$ cat src/rtl/vsg_pkg.sv
package vsg_pkg;
  // Default timing for the 12 MHz, 256 x 480 raster
  localparam int unsigned DEF_PIX_W   = 9;
  localparam int unsigned DEF_LINE_W  = 10;
  localparam int unsigned DEF_H_TOTAL = 381;
  localparam int unsigned DEF_H_VIS   = 256;
  localparam int unsigned DEF_HS_ON   = 291;
  localparam int unsigned DEF_HS_OFF  = 337;
  localparam int unsigned DEF_V_TOTAL = 528;
  localparam int unsigned DEF_V_VIS   = 480;
  localparam int unsigned DEF_VS_ON   = 493;
  localparam int unsigned DEF_VS_OFF  = 495;
endpackage

$ cat src/rtl/vsg_wrap_counter.sv
module vsg_wrap_counter #(
  parameter int unsigned W     = 9,
  parameter int unsigned LIMIT = 381
) (
  input  logic         clk,
  input  logic         rst,
  input  logic         en,
  output logic [W-1:0] cnt,
  output logic         last
);
  localparam logic [W-1:0] LAST_V = W'(LIMIT - 1);

  assign last = (cnt == LAST_V);

  always_ff @(posedge clk) begin
    if (rst)
      cnt <= '0;
    else if (en)
      cnt <= last ? '0 : cnt + 1'b1;
  end
endmodule

$ cat src/rtl/vsg_sync_pulse.sv
module vsg_sync_pulse #(
  parameter int unsigned W   = 9,
  parameter int unsigned ON  = 291,
  parameter int unsigned OFF = 337
) (
  input  logic         clk,
  input  logic         rst,
  input  logic         en,
  input  logic [W-1:0] pos,
  output logic         sync_n
);
  localparam logic [W-1:0] ON_V  = W'(ON);
  localparam logic [W-1:0] OFF_V = W'(OFF);

  // Edges appear one clock after the trigger count
  always_ff @(posedge clk) begin
    if (rst)
      sync_n <= 1'b1;
    else if (en) begin
      if (pos == ON_V)
        sync_n <= 1'b0;
      else if (pos == OFF_V)
        sync_n <= 1'b1;
    end
  end
endmodule

$ cat src/rtl/vsg_blank_gen.sv
module vsg_blank_gen #(
  parameter int unsigned PIX_W  = 9,
  parameter int unsigned LINE_W = 10,
  parameter int unsigned H_VIS  = 256,
  parameter int unsigned V_VIS  = 480
) (
  input  logic              clk,
  input  logic              rst,
  input  logic [PIX_W-1:0]  pix,
  input  logic [LINE_W-1:0] line,
  output logic              blank,
  output logic              blank_q
);
  localparam logic [PIX_W-1:0]  HV = PIX_W'(H_VIS);
  localparam logic [LINE_W-1:0] VV = LINE_W'(V_VIS);

  assign blank = (pix >= HV) || (line >= VV);

  always_ff @(posedge clk) begin
    if (rst)
      blank_q <= 1'b1;
    else
      blank_q <= blank;
  end
endmodule

$ cat src/rtl/vsg_timing_gen.sv
module vsg_timing_gen
  import vsg_pkg::*;
#(
  parameter int unsigned PIX_W   = DEF_PIX_W,
  parameter int unsigned LINE_W  = DEF_LINE_W,
  parameter int unsigned H_TOTAL = DEF_H_TOTAL,
  parameter int unsigned H_VIS   = DEF_H_VIS,
  parameter int unsigned HS_ON   = DEF_HS_ON,
  parameter int unsigned HS_OFF  = DEF_HS_OFF,
  parameter int unsigned V_TOTAL = DEF_V_TOTAL,
  parameter int unsigned V_VIS   = DEF_V_VIS,
  parameter int unsigned VS_ON   = DEF_VS_ON,
  parameter int unsigned VS_OFF  = DEF_VS_OFF
) (
  input  logic              clk,
  input  logic              rst,
  output logic              hsync_n,
  output logic              vsync_n,
  output logic              blank,
  output logic              blank_q,
  output logic [PIX_W-1:0]  pix_cnt,
  output logic [LINE_W-1:0] line_cnt
);
  logic line_end;
  logic frame_end;

  vsg_wrap_counter #(.W(PIX_W), .LIMIT(H_TOTAL)) u_pix (
    .clk(clk), .rst(rst), .en(1'b1), .cnt(pix_cnt), .last(line_end)
  );

  vsg_wrap_counter #(.W(LINE_W), .LIMIT(V_TOTAL)) u_line (
    .clk(clk), .rst(rst), .en(line_end), .cnt(line_cnt), .last(frame_end)
  );

  vsg_sync_pulse #(.W(PIX_W), .ON(HS_ON), .OFF(HS_OFF)) u_hs (
    .clk(clk), .rst(rst), .en(1'b1), .pos(pix_cnt), .sync_n(hsync_n)
  );

  // Vertical sync is evaluated only as a line completes
  vsg_sync_pulse #(.W(LINE_W), .ON(VS_ON), .OFF(VS_OFF)) u_vs (
    .clk(clk), .rst(rst), .en(line_end), .pos(line_cnt), .sync_n(vsync_n)
  );

  vsg_blank_gen #(.PIX_W(PIX_W), .LINE_W(LINE_W), .H_VIS(H_VIS), .V_VIS(V_VIS)) u_blank (
    .clk(clk), .rst(rst), .pix(pix_cnt), .line(line_cnt),
    .blank(blank), .blank_q(blank_q)
  );

  logic unused_frame_end;
  assign unused_frame_end = frame_end;
endmodule

$ cat config.mk
export PLATFORM = sky130hd
export DESIGN_NAME = vsg_timing_gen
export DESIGN_NICKNAME = d
export VERILOG_FILES = /design/src/rtl/vsg_pkg.sv /design/src/rtl/vsg_wrap_counter.sv /design/src/rtl/vsg_sync_pulse.sv /design/src/rtl/vsg_blank_gen.sv /design/src/rtl/vsg_timing_gen.sv
export SDC_FILE = /design/constraint.sdc
export NUM_CORES = 1
export LEC_CHECK = 0
export ABC_AREA = 1
export BUFFER_PORTS_ARGS = -buffer_cell sky130_fd_sc_hd__buf_2
export CAP_MARGIN = 20
export CORE_UTILIZATION = 35
export CTS_CLUSTER_SIZE = 40
export DETAILED_ROUTE_END_ITERATION = 10
export PLACE_DENSITY = 0.56
export RECOVER_POWER = 100
export SLEW_MARGIN = 20
export SYNTH_ARGS = -nofsm -noshare
export SYNTH_HDL_FRONTEND = slang
export SYNTH_HIERARCHICAL = 1
export SYNTH_SLANG_ARGS = --single-unit
$ cat constraint.sdc
create_clock -name clk -period 1.7 [get_ports clk]
set_input_delay 0.51 -clock clk [delete_from_list [all_inputs] [get_ports clk]]
set_output_delay 0.51 -clock clk [all_outputs]
set_load 0.02 [all_outputs]
==> results of run 1 <==
[where the power goes]
group	internal [µW]	total [µW]	switching, µW
Combinational	22.7	68.6	45.9
Clock	206	372	166
Sequential	521	524	2.88
Total	750	965	215
[flip-flops by register name, indices dropped and copies added (netlist names)]
signal,flops
u_hs/sync_n,1
u_line/cnt,10
u_blank/blank_q,1
u_vs/sync_n,1
u_pix/cnt,9
[repair_timing]
item	4_1_cts	5_1_grt
gates resized for setup	0	11
setup endpoints to repair	0	8
hold endpoints to repair	0	0
setup buffers	0	3
[critical path, delay by kind of cell, from the launching register on]
kind	cells	cell delay (ns)
buf+inv	2	0.31
flops	1	0.31
simple gates	2	0.20
[cell type report]
type / count / area, µm² / share of cell area
clock buffer: 4 / 55.05 / 0.03306
inverter: 34 / 127.6 / 0.07663
multi-input combinational: 149 / 780.7 / 0.4688
sequential: 22 / 442.9 / 0.2660
tap: 46 / 57.56 / 0.03456
timing repair buffer: 38 / 201.4 / 0.1210
[stage by stage]
stage | area, µm² | utilization
2_1_floorplan | 1346 | -
3_3_place_gp | 1599 | 0.4610
3_5_place_dp | 1599 | 0.4610
4_1_cts | 1654 | 0.4769
5_1_grt | 1665 | 0.4802
6_report | 1665 | 0.4802
[per-layer routing]
metal / up-vias / wire length, µm
met5: - / 0
met4: 0 / 22
met3: 2 / 71
met2: 15 / 1399
met1: 576 / 1537
li1: 705 / -
[how the worst max path moves through the flow]
stage / startpoint / endpoint / slack (ns) / cells after the start
final: u_pix/cnt[8] / blank / 0.11 / 4
after global routing: u_pix/cnt[0] / u_line/cnt[9] / -0.003 / 11
after CTS: u_line/cnt[6] / blank / 0.07 / 5
after detailed placement: u_pix/cnt[1] / u_line/cnt[7] / 0.13 / 10
after global placement: u_pix/cnt[1] / u_line/cnt[9] / 0.16 / 11
after floorplan: u_pix/cnt[0] / u_line/cnt[9] / 0.05 / 10
==> flow_summary.toml, run 1 <==
[final_layout]
fillers = 380
most-common-layout-cells = "48 x nand2_1, 31 x nor2_1, 29 x inv_1"
drive_above_1_share = 0.2348
area_growth_pct = 26.40
final_common_cell = "nand2_1"
nets = 253
n_antenna_cell = 0
fin_cells = 293

[place]
gp_congestion = 0.8367
dpl_worst_slack_ns = 0.1286
portBuffers = 24
dp.cells = 286
place_hpwl_um = 2263

[floorplan]
core-area_mm2 = 0.003468
die_area_mm2 = 0.004014
start_util = 0.3799
io_pins = 25
rows = 21
die_w_um = 63.36
die_h_um = 63.36

[detailed_routing]
via_per_inst = 4.430
antenna_left = 0
drcViolationCount = 0
drt_first_iter_violations = 66
dr.pass1.iters = 4
vias = 1298
post_drt_wl_per_cell_um = 10.34
finalWirelength_um = 3031

[global_route]
busiest_layer = "met2"
met3_usage = 0.02899
grt_pass1_vias = 1148
grt_antenna_before_repair = 0
grtUsageTotal = 0.1623
grt_overflow = 0
grt_pass1_wl_um = 5209
grtUsageMet1 = 0.2167
grt_max_degree = 13
grtUsageMet2 = 0.2633

[cts]
clockRootBuffer = "clkbuf_8"
clock_path_buffers = 2
clk_pin_slew_ns = 0.08
cts_buffers = 3
cts_tree = "yes"
ctsHoldBuffers = 0
cts-htree-levels = 1
clkLatencyLatePin_ns = 0.26
cts.sink_count = 22

[worst_setup_path]
crit_chain = "buf_4 > nor2_1 > nand2_1 > buf_2"
reg2reg_to = "u_line/cnt[7]"
cpMaxStageDelayCell = "dfxtp_1"
reg2regPathDepth = 10
cp.required_ns = 1.19
crit_path_max_fanout = 6
cpPeakStageDelay_ns = 0.31
end_kind = "primary output"
arrival_ns = 1.08
r2r_start = "u_pix/cnt[0]"
critPathLaunchType = "flip-flop"
r2r_setup_slack_ns = 0.15
crit_type = "reg -> out"

[sta]
hold_viol = 0
max_freq_ghz = 0.6300
whs_ns = 0.4691
slew_viol_final = 0
period_share = 0.9338
tns_ns = 0
fin_skew_ns = 0.001628
setup_viol = 0
min_period_ns = 1.587
setup_ws_ns = 0.1126

[yosys]
netlist_area_mm2 = 0.001318
syn_inst = 200
syn_area_per_cell_um2 = 6.588
ys.warnings.count = 6

[worst_hold_path]
hold_depth = 2
min-delay-path-class = "reg -> reg"
min_from = "u_vs/sync_n"
hold-path-endpoint = "u_vs/sync_n"

[pwr]
pwr_density_cell_mw_per_mm2 = 579.2
leakage_uw = 0.0007499
ir_drop_mv = 0.2996
finalPower_uw = 964.6

[run_status]
outcome = "complete, no violations"

[run]
drv_cap = 0
(Power assumes the default switching activity.)
==> inputs of run 2 (changes only) <==
PLACE_DENSITY = unset   (was 0.56)
PLACE_DENSITY_LB_ADDON = 0.15   (was unset)
==> flow_summary.toml, run 2 (same netlist as run 1, synthesis figures left out) <==
[worst_hold_path]
hold_depth = 2
min-delay-path-class = "reg -> reg"
min_from = "u_vs/sync_n"
hold-path-endpoint = "u_vs/sync_n"

[sta]
fin_skew_ns = 0.001290
setup_viol = 0
period_share = 0.9610
whs_ns = 0.4695
slew_viol_final = 0
min_period_ns = 1.634
max_freq_ghz = 0.6121
hold_viol = 0

[cts]
cts_buffers = 3
cts_tree = "yes"
ctsHoldBuffers = 0
clockRootBuffer = "clkbuf_8"
clk_pin_slew_ns = 0.08
clock_path_buffers = 2
cts-htree-levels = 1
cts.sink_count = 22
clkLatencyLatePin_ns = 0.26

[detailed_routing]
drt_first_iter_violations = 52
drcViolationCount = 0
finalWirelength_um = 3141
via_per_inst = 4.502
antenna_left = 0
vias = 1319
dr.pass1.iters = 4
post_drt_wl_per_cell_um = 10.72

[worst_setup_path]
critPathLaunchType = "flip-flop"
crit_type = "reg -> out"
crit_chain = "buf_4 > nor2_4 > nand2_1 > buf_2"
cp.required_ns = 1.19
cpMaxStageDelayCell = "dfxtp_1"
r2r_start = "u_pix/cnt[0]"
reg2regPathDepth = 9
crit_path_max_fanout = 5
r2r_setup_slack_ns = 0.10
end_kind = "primary output"
worst-path-buf-inv = 2
arrival_ns = 1.12
cp_top_family = "flip-flops"
cpPeakStageDelay_ns = 0.37
reg2reg_to = "u_line/cnt[0]"

[floorplan]
die_area_mm2 = 0.004014
die_h_um = 63.36
core-area_mm2 = 0.003468
rows = 21
start_util = 0.3799
io_pins = 25
die_w_um = 63.36

[final_layout]
largest_register = "u_line/cnt"
area_growth_pct = 26.97
n_antenna_cell = 0
top_regs = "u_line/cnt (10), u_pix/cnt (9)"
design_area_mm2 = 0.001673
most-common-layout-cells = "49 x nand2_1, 31 x nor2_1, 29 x inv_1"
largest_reg_flops = 10
final_common_cell = "nand2_1"
drive_above_1_share = 0.2186
nets = 253

[global_route]
grtUsageTotal = 0.1745
grt_antenna_before_repair = 0
grt_pass1_wl_um = 5568
grt_overflow = 0
grt_max_degree = 13
grt_pass1_vias = 1236

[place]
portBuffers = 24
place_hpwl_um = 2371
gp_congestion = 0.7904
placed_area_mm2 = 0.001599

[run_status]
outcome = "complete, no violations"

[pwr]
pwr_density_cell_mw_per_mm2 = 587.2
ir_drop_mv = 0.3996
leakage_uw = 0.0007449

[run]
drv_cap = 0
## run 2: cell count changes in the layout (fill, tap and decap cells not counted), sizes merged
| cell | previous run | this run |
|---|---|---|
| clkdlybuf4s15 | 0 | 1 |
| buf | 21 | 18 |
| clkbuf | 21 | 23 |
## run 2: routing by layer
| layer | up-vias | share of wire | track usage | wire length [µm] |
|---|---|---|---|---|
| li1 | 705 | - | - | - |
| met1 | 581 | 0.55 | 0.2495 | 1722 |
| met2 | 29 | 0.40 | 0.2566 | 1261 |
| met3 | 4 | 0.039 | 0.02717 | 123 |
| met4 | 0 | 0.011 | 0.07102 | 34 |
| met5 | - | 0 | 0 | 0 |
## run 2: cell type report
class,instances,area (µm²)
multi-input cells,149,787.0
repair buffers,38,203.9
fillers,405,1795
clock buffers,4,55.05
flip-flops and latches,22,441.7
well taps,46,57.56
inverters,34,127.6
## run 2: through the flow
step	utilization	setup slack [ns]	TNS [ns]	power [µW]	instances
2_1_floorplan	-	0.04629	0	578.3	206
3_3_place_gp	0.4610	0.1541	0	602.7	286
3_5_place_dp	0.4610	0.1199	0	604.3	286
4_1_cts	0.4776	0.02615	0	988.8	290
5_1_grt	0.4823	-0.04381	-0.2403	1030	293
6_report	0.4823	0.06635	0	982.4	293
## run 2: repair_timing
| item | in CTS | in global routing |
|---|---|---|
| resized for setup | 1 | 9 |
| setup buffers | 0 | 2 |
| endpoints found under the setup margin | 1 | 9 |
| gates cloned | 0 | 1 |
| pin swaps | 0 | 1 |
## run 2: worst max-delay path by stage
stage | from | to | slack [ns] | depth (start not counted)
final | u_pix/cnt[8] | blank | 0.07 | 4
after global routing | u_pix/cnt[0] | u_line/cnt[7] | -0.04 | 10
after CTS | u_pix/cnt[8] | blank | 0.03 | 4
after detailed placement | u_pix/cnt[0] | u_line/cnt[7] | 0.12 | 11
after global placement | u_pix/cnt[0] | u_line/cnt[9] | 0.15 | 11
after floorplan | u_pix/cnt[0] | u_line/cnt[9] | 0.05 | 10
## run 2: tightest hold or removal path: stages (launching register included)
cell and delay (ns):
dfxtp_1 0.33, nand2_1 0.05, nand3_1 0.06
## run 2: power breakdown
part	switching [µW]	internal, µW
Sequential	3.01	521
Clock	180	207
Combinational	46.9	25.1
Total	230	752
